--- config.mk ---
export PLATFORM = sky130hd
export DESIGN_NAME = dds_phase_gen
export DESIGN_NICKNAME = d
export VERILOG_FILES = /design/src/rtl/dds_pkg.sv /design/src/rtl/dds_dbl_reg.sv /design/src/rtl/dds_phase_acc.sv /design/src/rtl/dds_phase_out.sv /design/src/rtl/dds_phase_gen.sv
export SDC_FILE = /design/constraint.sdc
export NUM_CORES = 1
export LEC_CHECK = 0
export ABC_AREA = 0
export BUFFER_PORTS_ARGS = -buffer_cell sky130_fd_sc_hd__buf_2
export CORE_ASPECT_RATIO = 0.6
export CORE_MARGIN = 10
export CORE_UTILIZATION = 35
export DETAILED_ROUTE_END_ITERATION = 8
export HOLD_SLACK_MARGIN = 0.06
export MAX_ROUTING_LAYER = met4
export SETUP_SLACK_MARGIN = 0.3
export SLEW_MARGIN = 20
export SYNTH_ARGS = -nofsm -noshare
export SYNTH_HDL_FRONTEND = slang
export SYNTH_SLANG_ARGS = --single-unit
--- constraint.sdc ---
create_clock -name clk_i -period 3.7 [get_ports clk_i]
set_input_delay 0.37 -clock clk_i [delete_from_list [all_inputs] [get_ports clk_i]]
set_output_delay 0.37 -clock clk_i [all_outputs]
set_load 0.01 [all_outputs]
--- src/rtl/dds_pkg.sv ---
package dds_pkg;
  localparam int unsigned ACC_W = 32;
  localparam int unsigned OUT_W = 19;
endpackage

--- src/rtl/dds_dbl_reg.sv ---
// Two-stage control register: host-loaded buffer plus active copy.
module dds_dbl_reg #(
  parameter int unsigned W        = 1,
  parameter logic [W-1:0] BUF_RST = '0,
  parameter logic [W-1:0] ACT_RST = '0
) (
  input  logic         clk_i,
  input  logic         rst_ni,
  input  logic [W-1:0] wdata_i,
  input  logic         we_i,
  input  logic         update_i,
  output logic [W-1:0] buf_o,
  output logic [W-1:0] act_o
);
  logic [W-1:0] buf_q, act_q;

  always_ff @(posedge clk_i or negedge rst_ni) begin
    if (!rst_ni) begin
      buf_q <= BUF_RST;
    end else if (we_i) begin
      buf_q <= wdata_i;
    end
  end

  // active copy takes the pre-edge buffer, so a same-cycle write waits
  always_ff @(posedge clk_i or negedge rst_ni) begin
    if (!rst_ni) begin
      act_q <= ACT_RST;
    end else if (update_i) begin
      act_q <= buf_q;
    end
  end

  assign buf_o = buf_q;
  assign act_o = act_q;
endmodule

--- src/rtl/dds_phase_acc.sv ---
module dds_phase_acc #(
  parameter int unsigned ACC_W = 32
) (
  input  logic             clk_i,
  input  logic             rst_ni,
  input  logic [ACC_W-1:0] ftw_i,
  input  logic             clr_i,
  output logic [ACC_W-1:0] acc_o
);
  logic [ACC_W-1:0] acc_q, acc_d;

  always_comb begin
    if (clr_i) acc_d = '0;
    else       acc_d = acc_q + ftw_i;  // wraps modulo 2^ACC_W
  end

  always_ff @(posedge clk_i or negedge rst_ni) begin
    if (!rst_ni) acc_q <= '0;
    else         acc_q <= acc_d;
  end

  assign acc_o = acc_q;
endmodule

--- src/rtl/dds_phase_out.sv ---
module dds_phase_out #(
  parameter int unsigned ACC_W = 32,
  parameter int unsigned OUT_W = 19
) (
  input  logic             clk_i,
  input  logic             rst_ni,
  input  logic [ACC_W-1:0] acc_i,
  output logic [OUT_W-1:0] phase_o
);
  localparam int unsigned LSB = ACC_W - OUT_W;

  logic [OUT_W-1:0] phase_q;

  always_ff @(posedge clk_i or negedge rst_ni) begin
    if (!rst_ni) phase_q <= '0;
    else         phase_q <= acc_i[ACC_W-1:LSB];
  end

  assign phase_o = phase_q;
endmodule

--- src/rtl/dds_phase_gen.sv ---
module dds_phase_gen
  import dds_pkg::*;
#(
  parameter int unsigned ACC_W_P = ACC_W,
  parameter int unsigned OUT_W_P = OUT_W
) (
  input  logic               clk_i,
  input  logic               rst_ni,
  input  logic [ACC_W_P-1:0] ftw_i,
  input  logic               ftw_we_i,
  input  logic               clr_i,
  input  logic               clr_we_i,
  input  logic               update_i,
  output logic [OUT_W_P-1:0] phase_o
);
  logic [ACC_W_P-1:0] ftw_buf, ftw_act, acc_q;
  logic               clr_buf, clr_act;

  dds_dbl_reg #(.W(ACC_W_P), .BUF_RST('0), .ACT_RST('0)) i_ftw_reg (
    .clk_i    (clk_i),
    .rst_ni   (rst_ni),
    .wdata_i  (ftw_i),
    .we_i     (ftw_we_i),
    .update_i (update_i),
    .buf_o    (ftw_buf),
    .act_o    (ftw_act)
  );

  // clear: buffer resets low, active resets high -> held at zero until first update
  dds_dbl_reg #(.W(1), .BUF_RST(1'b0), .ACT_RST(1'b1)) i_clr_reg (
    .clk_i    (clk_i),
    .rst_ni   (rst_ni),
    .wdata_i  (clr_i),
    .we_i     (clr_we_i),
    .update_i (update_i),
    .buf_o    (clr_buf),
    .act_o    (clr_act)
  );

  dds_phase_acc #(.ACC_W(ACC_W_P)) i_acc (
    .clk_i  (clk_i),
    .rst_ni (rst_ni),
    .ftw_i  (ftw_act),
    .clr_i  (clr_act),
    .acc_o  (acc_q)
  );

  dds_phase_out #(.ACC_W(ACC_W_P), .OUT_W(OUT_W_P)) i_out (
    .clk_i   (clk_i),
    .rst_ni  (rst_ni),
    .acc_i   (acc_q),
    .phase_o (phase_o)
  );
endmodule

# == After elaboration in Yosys (flattened, before gate mapping) ==
# Index checks and enable logic that the tools add are counted.
# word_totals
ff_bits,117
latch_bits,0
mem_bits_rw,0
mem_bits_ro,0
out_inout_bits,19
elab_cells,8
n_memories,0
# classes
addsub,1
n_mul,0
div,0
order_cmp,0
eq_ne,0
shift,0
muxes,1
bitwise,0
reduce_logical,0
# ops
op,count
32-bit adder,1
32-bit 2-to-1 mux,1

# == Logic depth before layout (Yosys ltp) ==
# depth
depth_word,2
mapped_depth,10

# == Cells and area by module ==
# A second synthesis with hierarchy kept.
# unflattened
hier_cells,481
hier_area_um2,5950.7
# by_module_without_submodules
module,instances,cells_each,area_per_inst_um2,seq_area_each_um2
dds_phase_acc,1,322,2707.6,800.8
dds_dbl_reg at i_ftw_reg,1,136,2690.1,1601.5
dds_phase_out,1,19,475.5,475.5
dds_dbl_reg at i_clr_reg,1,4,77.6,51.3

# == Least setup slack after synthesis ==
# Ideal clock, no wire load.
# synth_timing
kind,reg2reg
start,register i_ftw_reg.act_q[0] (netlist: i_ftw_reg.act_o[0])
end,register i_acc.acc_q[20] (netlist: i_acc.acc_o[20])
arrival_time_ns,2.291
t_required_ns,3.572
slack_ns,1.281
stages_incl_launch_ff,11
n_path_buf,0
synth_period_minus_slack_ns,2.419
cell_sequence,dfrtp_1 > ha_1 > inv_1 > fa_1 > and2b_1 > o31ai_1 > a211o_1 > and2b_4 > o211ai_4 > a221oi_2 > mux2_1
# synth_via
elab_chain_cells,2
# synth_lines
item,line,text
start: declaration,dds_dbl_reg.sv:15,"logic [W-1:0] buf_q, act_q;"
start signal: assignment,dds_dbl_reg.sv:30,act_q <= buf_q;
32-bit adder,dds_phase_acc.sv:14,else acc_d = acc_q + ftw_i;
32-bit 2-to-1 mux,dds_phase_acc.sv:13,if (clr_i) acc_d = '0;
net i_acc.acc_d[20],dds_phase_acc.sv:10,"logic [ACC_W-1:0] acc_q, acc_d;"
end signal: assignment,dds_phase_acc.sv:18,if (!rst_ni) acc_q <= '0;
end signal: assignment,dds_phase_acc.sv:19,else acc_q <= acc_d;
end: declaration,dds_phase_acc.sv:10,
# The timed path passes the listed nets, and every way through them passes these cells.
# A chain may end at the register's enable or synchronous reset.

# == Worst setup path after layout ==
# Ends and elaborated chain as after synthesis.

==> flow_summary_export.csv <==
group,metric,value,unit
sta,setup_viol,0,
die,core,0.0156,mm^2
die,io_pins,57,
sta,fin_skew,0.00881,ns
cts,cts_sinks,117,
cts,cts-buffers-inserted,17,
logic_synthesis,ys.flop_type,"dfrtp_1",
die,start_util,0.364,
route,firstDrtPassIters,4,
setup_path,crit_fanout,5,
sta,min_period,2.68,ns
place,dp_slack,1.05,ns
logic_synthesis,ys_seq_area_frac,0.515,
power,power.total,5520,uW
setup_path,cp.required,3.98,ns
place,port_buffers,56,
sta,final_max_slew_viol_count,0,
setup_path,path_class,"reg2reg",
setup_path,crit_arrival,2.96,ns
die,row_count,35,
sta,worst_slew_pin_slew,0.876,ns
die,die_w,185,um
power,ir_worst_vdd,0.282,mV
route,wl_per_cell,16.4,um
finish,instances_no_fill,739,
finish,fillers,1457,
logic_synthesis,netlist_area,0.00569,mm^2
sta,tns,0,ns
grt,grt_usage,0.119,
finish,drive_gt1_frac,0.321,
logic_synthesis,ys_types,56,
grt,grt_pass1_wl,20.5,mm
cts,cts-root-buf,"clkbuf_16",
cts,cts-hold-fix-buffers,0,
setup_path,regToRegStartpoint,"i_ftw_reg.act_o[0]$_DFFE_PN0P_",
route,route.detailed.drc,0,
cts,post_cts_buffers,0,
logic_synthesis,synth-edff-count,0,
grt,grt_overflow,0,
setup_path,start_kind,"register",
sta,min_period_over_period,0.724,
sta,final_hold_viol_count,0,
finish,fin_area,0.00676,mm^2
cts,cts.clk_slew.worst_paths,0.05,ns
logic_synthesis,synth_seq_cells,117,
cts,cts_resized,0,
sta,max_slew_margin,0.416,
logic_synthesis,synthArstFlopShare,1.00,
sta,rsz0062_at_grt,"false",
cts,cts_buffer_depth,2,
route,antenna_left,0,
grt,grt_pass1_vias,4047,
finish,areaGrowthSynthToFinish,18.8,%
cts,htreeDepth,4,
flow_run,cap_violations,0,
setup_path,end_kind,"register",
route,vias,3785,
place,dp.cells,707,
sta,fmax,0.374,GHz
sta,timing.final.ws_setup,1.02,ns
finish,finish.net_count,593,
logic_synthesis,syn_nets,543,
die,die-area,0.0219,mm^2
route,drtIter0Drc,259,
logic_synthesis,yosys_warnings,0,
logic_synthesis,avgSynthCellArea,12.0,um^2
grt,grt_antenna_before_repair,0,
cts,clock_latency,0.41,ns
logic_synthesis,syn_inst,473,
cts,cts_tree,"built",
grt,grt_max_degree,118,
place,dp_hpwl,8.52,mm
setup_path,rr_endpoint,"i_acc.acc_o[20]$_DFF_PN0_",
run_status,outcome,"completed",
place,gp_congestion,0.809,
power,p_leak,0.00311,uW
place,placed_cell_area,0.00614,mm^2
route,viasPerCell,5.12,
setup_path,r2r.worst_path.cells,10,
route,wl,12.1,mm
finish,num_antenna_cells,0,
setup_path,r2r_slack,1.02,ns
hold_path,min_path_type,"in2async",
power,p_per_area,816,mW/mm^2
die,die_h,119,um
how the worst max path moves through the flow:
| stage | from | endpoint | slack, ns | depth (start not counted) |
|---|---|---|---|---|
| after floorplan | i_ftw_reg.act_o[0]$_DFFE_PN0P_ | i_acc.acc_o[20]$_DFF_PN0_ | 1.28 | 10 |
| after global placement | i_ftw_reg.act_o[21]$_DFFE_PN0P_ | i_acc.acc_o[28]$_DFF_PN0_ | 1.14 | 8 |
| after detailed placement | i_ftw_reg.act_o[0]$_DFFE_PN0P_ | i_acc.acc_o[20]$_DFF_PN0_ | 1.05 | 10 |
| after CTS | i_ftw_reg.act_o[0]$_DFFE_PN0P_ | i_acc.acc_o[20]$_DFF_PN0_ | 1.03 | 10 |
| after global routing | i_ftw_reg.act_o[0]$_DFFE_PN0P_ | i_acc.acc_o[20]$_DFF_PN0_ | 0.87 | 10 |
| final | i_ftw_reg.act_o[0]$_DFFE_PN0P_ | i_acc.acc_o[20]$_DFF_PN0_ | 1.02 | 10 |
cell usage after synthesis (3+ instances only):
master | number | area share
dfrtp_1 | 116 | 0.51
mux2_2 | 67 | 0.13
o21ai_0 | 15 | 0.013
nand2_1 | 13 | 0.0086
a211oi_1 | 5 | 0.0066
a31oi_1 | 7 | 0.0077
a21boi_0 | 3 | 0.0040
buf_1 | 4 | 0.0026
o21a_1 | 3 | 0.0040
inv_1 | 6 | 0.0040
a21oi_1 | 33 | 0.029
nor2_1 | 35 | 0.023
xor2_1 | 11 | 0.017
xnor2_1 | 10 | 0.015
o211ai_1 | 3 | 0.0040
ha_1 | 31 | 0.068
nor3_1 | 5 | 0.0044
nor3_2 | 3 | 0.0053
nand4_1 | 12 | 0.013
clkbuf_1 | 13 | 0.0086
a21o_1 | 19 | 0.025
nand2b_1 | 3 | 0.0033
nor2b_1 | 6 | 0.0066
buf_2 | 9 | 0.0079
stage by stage:
stage               utilization  hold slack (ns)
floorplan                     -           0.0744
global placement          0.393            0.364
detailed placement        0.393            0.373
CTS                       0.432           0.0736
global route              0.432           0.0977
finish                    0.432           0.0306
layout make-up:
| class | count | area (um^2) | share of cell area |
|---|---|---|---|
| Tap cell | 203 | 254 | 0.0376 |
| Clock buffer | 24 | 502 | 0.0742 |
| Clock inverter | 8 | 120 | 0.0178 |
| Multi-Input combinational cell | 324 | 2630 | 0.389 |
| Sequential cell | 117 | 2930 | 0.433 |
| Timing Repair Buffer | 57 | 303 | 0.0448 |
| Inverter | 6 | 22.5 | 0.00333 |
metal layers:
layer / share of wire / track usage
met2: 0.42 / 0.167
met1: 0.52 / 0.159
met3: 0.050 / 0.0343
met4: 0.0087 / 0.0384
met5: 0 / -
sequential cells by signal, summed over array words and instances, names as in the netlist:
signal           cells
i_clr_reg.buf_o      1
i_ftw_reg.act_o     32
i_ftw_reg.buf_o     32
i_acc.acc_o         32
i_clr_reg.act_o      1
i_out.phase_o       19
cell families (layout without fill, tap and decap cells):
| logic type | after synthesis | count (layout) | synth area share |
|---|---|---|---|
| flip-flops | 117 | 117 | 0.515 |
| buffers and inverters | 32 | 95 | 0.0231 |
| XOR/XNOR | 21 | 21 | 0.0323 |
| AO/OA/AOI/OAI | 108 | 108 | 0.136 |
| adder cells (fa/ha/maj) | 32 | 32 | 0.0717 |
| AND/OR/NAND/NOR | 95 | 95 | 0.0877 |
| multiplexers | 68 | 68 | 0.135 |
power breakdown:
part	internal, uW	switching, uW
Combinational	868	1180
Clock	1140	552
Sequential	1600	169
critical path: stages, from the launching register on:
cell and delay (ns):
dfrtp_1 0.37, ha_1 0.22, inv_1 0.07, fa_1 0.17
and2b_1 0.23, o31ai_1 0.30, a211o_1 0.23, and2b_4 0.20
o211ai_4 0.11, a221oi_2 0.29, mux2_1 0.35
cell usage in the layout (no fill, tap or decap), types with 3 or more instances in the layout:
cell | netlist | layout
dfrtp_1 | 116 | 116
mux2_2 | 67 | 67
buf_2 | 9 | 55
nor2_1 | 35 | 35
a21oi_1 | 33 | 33
ha_1 | 31 | 31
a21o_1 | 19 | 19
clkbuf_16 | 0 | 17
o21ai_0 | 15 | 15
nand2_1 | 13 | 13
nand4_1 | 12 | 12
xor2_1 | 11 | 11
xnor2_1 | 10 | 10
a31oi_1 | 7 | 7
inv_1 | 6 | 6
nor2b_1 | 6 | 6
nor3_1 | 5 | 5
a211oi_1 | 5 | 5
clkbuf_8 | 0 | 5
o21a_1 | 3 | 3
o211ai_1 | 3 | 3
nor3_2 | 3 | 3
nand2b_1 | 3 | 3
a21boi_0 | 3 | 3
clkinv_2 | 0 | 3
bufinv_16 | 0 | 3
(Power assumes the default switching activity.)
